**src/rtl/acq_host_bridge.sv**
```systemverilog
module acq_host_bridge #(
  parameter int ADDR_W    = 12,
  parameter int DATA_W    = 32,
  parameter int SAMPLE_W  = 24,
  parameter int NUM_BANKS = 3,
  parameter int WORD_AW   = 8,
  parameter logic [31:0] CFG_INIT = 32'h0
) (
  input  logic                          clk,
  input  logic                          rst_n,
  input  logic [ADDR_W-1:0]             host_addr,
  input  logic                          host_wr,
  input  logic [DATA_W-1:0]             host_wdata,
  input  logic                          host_rd,
  output logic [DATA_W-1:0]             rd_data,
  output logic                          rd_valid,
  output logic [DATA_W-1:0]             cfg_word,
  output logic                          cfg_load,
  output logic                          seq_rst,
  output logic [NUM_BANKS-1:0]          ram_sel,
  output logic [WORD_AW-1:0]            ram_addr,
  input  logic [NUM_BANKS*SAMPLE_W-1:0] ram_rdata
);
  localparam int REG_W = ADDR_W - WORD_AW;
  localparam logic [REG_W-1:0] CFG_REGION = REG_W'(NUM_BANKS);

  logic [REG_W-1:0]   region;
  logic [WORD_AW-1:0] offset;
  logic               cfg_hit;
  logic               unmapped;
  logic [DATA_W-1:0]  rd_next;
  logic [DATA_W-1:0]  bank_word [NUM_BANKS];

  assign region   = host_addr[ADDR_W-1:WORD_AW];
  assign offset   = host_addr[WORD_AW-1:0];
  assign cfg_hit  = (region == CFG_REGION) && (offset == '0);
  assign unmapped = (region > CFG_REGION) || ((region == CFG_REGION) && (offset != '0));
  assign ram_addr = offset;

  for (genvar b = 0; b < NUM_BANKS; b++) begin : g_bank
    assign ram_sel[b]   = host_rd && (region == REG_W'(b));
    assign bank_word[b] = DATA_W'(ram_rdata[b*SAMPLE_W +: SAMPLE_W]);
  end

  always_comb begin
    rd_next = '0;
    for (int b = 0; b < NUM_BANKS; b++)
      if (region == REG_W'(b)) rd_next = bank_word[b];
    if (cfg_hit) rd_next = cfg_word;
    if (!host_rd) rd_next = '0;
  end

  always_ff @(posedge clk) begin
    if (!rst_n) begin
      rd_data  <= '0;
      rd_valid <= 1'b0;
      cfg_word <= DATA_W'(CFG_INIT);
      cfg_load <= 1'b0;
      seq_rst  <= 1'b0;
    end else begin
      rd_data  <= rd_next;
      rd_valid <= host_rd;
      cfg_load <= host_wr && cfg_hit;
      seq_rst  <= host_wr && cfg_hit;
      if (host_wr && cfg_hit) cfg_word <= host_wdata;
    end
  end

  p_cfg_take_r2: assert property (@(posedge clk) disable iff (!rst_n)
    (host_wr && cfg_hit) |=> (cfg_word == $past(host_wdata)));
  p_cfg_hold_r2: assert property (@(posedge clk) disable iff (!rst_n)
    !(host_wr && cfg_hit) |=> $stable(cfg_word));
  p_load_pulse_r3: assert property (@(posedge clk) disable iff (!rst_n)
    (host_wr && cfg_hit) |=> cfg_load);
  p_load_quiet_r3: assert property (@(posedge clk) disable iff (!rst_n)
    !(host_wr && cfg_hit) |=> !cfg_load);
  p_rst_pulse_r4: assert property (@(posedge clk) disable iff (!rst_n)
    (host_wr && cfg_hit) |=> seq_rst);
  p_rst_quiet_r4: assert property (@(posedge clk) disable iff (!rst_n)
    !(host_wr && cfg_hit) |=> !seq_rst);
  p_sel_onehot_r6: assert property (@(posedge clk) disable iff (!rst_n)
    $onehot0(ram_sel));
  p_sel_needs_rd_r6: assert property (@(posedge clk) disable iff (!rst_n)
    (ram_sel != '0) |-> host_rd);
  p_valid_follows_r7: assert property (@(posedge clk) disable iff (!rst_n)
    host_rd |=> rd_valid);
  p_unmapped_zero_r9: assert property (@(posedge clk) disable iff (!rst_n)
    (host_rd && unmapped) |=> (rd_data == '0));
  p_idle_zero_r10: assert property (@(posedge clk) disable iff (!rst_n)
    !rd_valid |-> (rd_data == '0));
endmodule

```
**config.mk**
```make
export PLATFORM = sky130hd
export DESIGN_NAME = acq_host_bridge
export DESIGN_NICKNAME = d
export VERILOG_FILES = /design/src/rtl/acq_host_bridge.sv
export SDC_FILE = /design/constraint.sdc
export NUM_CORES = 1
export LEC_CHECK = 0
export ABC_AREA = 1
export CAP_MARGIN = 20
export CORE_MARGIN = 8
export CORE_UTILIZATION = 39
export DETAILED_ROUTE_END_ITERATION = 8
export PLACE_DENSITY = 0.85
export SLEW_MARGIN = 30
export SYNTH_ARGS = -nofsm -noshare
export SYNTH_HDL_FRONTEND = slang
export SYNTH_SLANG_ARGS = --single-unit
```
**constraint.sdc**
```tcl
create_clock -name clk -period 1.9 [get_ports clk]
set_input_delay 0.19 -clock clk [delete_from_list [all_inputs] [get_ports clk]]
set_output_delay 0.19 -clock clk [all_outputs]
set_load 0.005 [all_outputs]
```
== After elaboration in Yosys (flattened, before gate mapping) ==
Cells that the tools add are included.

* Flip-flop bits (word level): 66
* Bits of input ports: 120

* Equal/unequal tests: 3
* Muxes and demuxes: 4
* Reduce and logical (&&, ||, !) cells: 8

{| class="wikitable"
|+ Operators with widths
! kind !! count
|-
| two-way mux 32 bit || 3
|-
| two-way mux 24 bit || 1
|-
| equality test 4 x 2 -> 1 bit, second input constant || 2
|-
| logical NOT 8 bit || 1
|-
| logical AND 1 bit || 5
|-
| equality test 4 x 1 -> 1 bit, second input constant || 1
|-
| logical NOT 4 bit || 1
|-
| AND reduction 2 bit || 1
|}

== Longest topological paths before layout ==
* Depth in word-level cells: 5
* Depth in mapped cells: 10
* Gate-level depth less buffers: 8

== Worst setup path before layout ==
OpenSTA, ideal clock, no wires.

* Kind: input to output
* From: input host_addr[11]
* To: output ram_sel[0]
* Data arrival time: 952 ps
* Path slack: 758 ps
* Path buffers: 2
* Stages on the path: 5
* Cells stage by stage: nor2_1 -> buf_2 -> buf_2 -> inv_1 -> nor4_1

* Cells in the longest elaborated chain, start to end: 2

{| class="wikitable"
|+ Ends and longest elaborated chain
! item !! RTL line !! text
|-
| start: declaration || 11 || <nowiki>input logic [ADDR_W-1:0] host_addr,</nowiki>
|-
| logical NOT 4 bit || 41 || <nowiki>assign ram_sel[b] = host_rd && (region == REG_W'(b));</nowiki>
|-
| logical AND 1 bit || 41 ||
|-
| end: declaration || 20 || <nowiki>output logic [NUM_BANKS-1:0] ram_sel,</nowiki>
|}

Every way passes these cells.

== Worst setup path after layout ==
* From: input host_addr[11]
* To: output ram_sel[2]

* Cells in the longest elaborated chain, start to end: 2

{| class="wikitable"
|+ Ends and longest elaborated chain
! item !! RTL line
|-
| equality test 4 x 2 -> 1 bit || 41
|-
| logical AND 1 bit || 41
|}

Every way passes these cells.

==> reports/results.tsv <==
metric	value	unit
slew_violations	0	
final_net_count	747	
r2r-end	cfg_word[1]$_SDFFE_PN0P_	
yosysSeqAreaShare	0.435	
syn_area_per_cell	6.79	um2
outcome	complete, no violations	
insertion_delay	330	ps
worst_pin_slew	367	ps
finalCriticalPeriod	1810	ps
dr.pass1.iters	5	
synth_top_area_frac	0.435	
finalHoldViolations	0	
ys_async_sr_fraction	0	
synth.most_common_cell	nand3_1	
syn-instance-count	447	
setup_slack	90.4	ps
start_util	0.397	
core	7650	um2
cts_tree	built	
track_usage	0.205	
viasPerCell	4.80	
cts-htree-levels	3	
drive_gt1_frac	0.0475	
globalplace.congestion	0.857	
fill_cells	636	
holdBufCountCts	0	
grt_setup_unrepaired	false	
fin_total_pwr	3.00	mW
io_buffers	197	
syn-num-nets	567	
placed_area	5050	um2
rr_worst_depth	4	
reg2reg_from	cfg_word[1]$_SDFFE_PN0P_	
die_area	10900	um2
synth_common_cells	nand3_1, nor2_1, nand2_1	
dieHeight	104	um
cts_buffers	9	
root_buffer	clkbuf_8	
required	1710	ps
routed-via-count	3531	
synthMuxAreaShare	0	
grt_max_degree	43	
dp_hpwl	9070	um
antenna_found_initial	1	
maxCapViolations	0	
leakagePower	2.27	nW
hold_path_end	cfg_word[14]$_SDFFE_PN0P_	
final_cell_area	5270	um2
routed_wl	11700	um
cp.arrival	1620	ps
multi_input_area	1340	um2
yosys.area.top_type	dfxtp_1	
synth_compound_area_frac	0.0396	
cts_sinks	66	
cp-start-kind	input port	
end_kind	output pin	
ant_nets	0	
synthDistinctLibCells	15	
synth_edf_count	0	
grt_pass1_wl	18000	um
rows	32	
path_max_fanout	6	
hold_path_depth	3	
finalCritPeriodShare	0.952	
overflow	0	
setup.worst_path.class	in2out	
worstHoldStart	host_wdata[14]	
area.sequential	1320	um2
synth_seq_cells	66	
synth_top_family_by_area	simple AND/OR/NAND/NOR gates	
synthXorXnorAreaFrac	0	
first_iter_violations	208	
setup_viol	0	
fp.dieW	104	um
min_path_type	in2reg	
syn-cell-area	3030	um2
crit_path_start	host_addr[11]	
skew	5.68	ps
drc	0	
cts.path.max_buffers	2	
io_pins	198	
maxSlewHeadroom	0.755	
synth_area_leaders	dfxtp_1, nand3_1, nor2_1, nand2_1, inv_1	
p_per_area	571	nW/um2
fmax	553	MHz
grt_pass1_vias	3381	
syn_to_final_growth	73.5	%
postCtsSetupBuffers	0	
synth_adder_area_share	0	
routedWlPerCell	15.9	um
reg2reg_slack	1240	ps
clk_pin_slew	70	ps
ir_worst_vdd	987	uV
ys_warn_count	0	
pre_cts_ws	-7.48	ps
ys.flop_type	dfxtp_1	
synth-simple-area-share	0.397	
## worst max-delay path by stage
stage,to
3_5_place_dp,ram_sel[2]
2_1_floorplan,ram_sel[0]
5_1_grt,ram_sel[2]
4_1_cts,ram_sel[2]
3_3_place_gp,ram_sel[2]
6_report,ram_sel[2]
## timing repair
action / in CTS / in global routing
gates resized for setup: 1 / 4
pin swaps: 0 / 0
setup endpoints to repair: 1 / 3
endpoints found under the hold margin: 0 / 0
## layout by cell type (no fill, tap or decap), drive strengths merged
cell | Yosys | final
and2 | 1 | 1
buf | 38 | 13
bufinv | 0 | 1
clkbuf | 3 | 14
clkdlybuf4s50 | 0 | 193
clkinv | 1 | 2
dfxtp | 66 | 66
diode | 0 | 1
dlygate4sd2 | 0 | 1
dlymetal6s2s | 0 | 3
inv | 38 | 38
nand2 | 69 | 69
nand3 | 122 | 122
nor2 | 82 | 82
nor4 | 3 | 3
o21ai | 24 | 24
## layer usage
layer,vias up,track usage,wire length (um)
met3,16,0.0793,1140
met5,-,0,0
met4,0,0.0869,268
met2,147,0.342,5510
li1,1785,-,-
met1,1583,0.228,4750
## flip-flops by register name (all words and copies together), names as in the netlist
signal / cells
rd_valid: 1
cfg_word: 32
rd_data: 32
cfg_load: 1
## metrics by stage
step | utilization | instances | setup TNS, ps | hold WS, ps
finish | 0.688 | 735 | 0 | 437
global route | 0.688 | 735 | 0 | 431
CTS | 0.686 | 734 | 0 | 420
detailed placement | 0.661 | 718 | -7.48 | 445
global placement | 0.661 | 718 | 0 | 437
floorplan | - | 447 | 0 | 325
## critical path, stage by stage
cell and delay, ps:
clkdlybuf4s50_1 450, nor2_4 180, inv_1 100, nor4_2 150, clkdlybuf4s50_1 540
## area by class of cell
class / count / area share
Tap cell: 102 / 0.0242
Timing Repair Buffer: 210 / 0.404
Clock buffer: 14 / 0.0309
Inverter: 39 / 0.0278
Antenna cell: 1 / 0.000475
Clock inverter: 2 / 0.00665
Sequential cell: 66 / 0.251
Multi-Input combinational cell: 301 / 0.255
## cell families after synthesis
kind of cell / count (synthesis)
AND/OR/NAND/NOR: 277
flip-flops: 66
buffers and inverters: 80
AO/OA/AOI/OAI: 24
## power breakdown
group / leakage [nW] / switching [mW] / internal (mW)
registers: 0.532 / 0.00244 / 1.39
logic: 1.63 / 0.150 / 0.282
clock network: 0.101 / 0.499 / 0.678
total: 2.27 / 0.652 / 2.35
No activity file was read; power rests on OpenSTA's default activity.
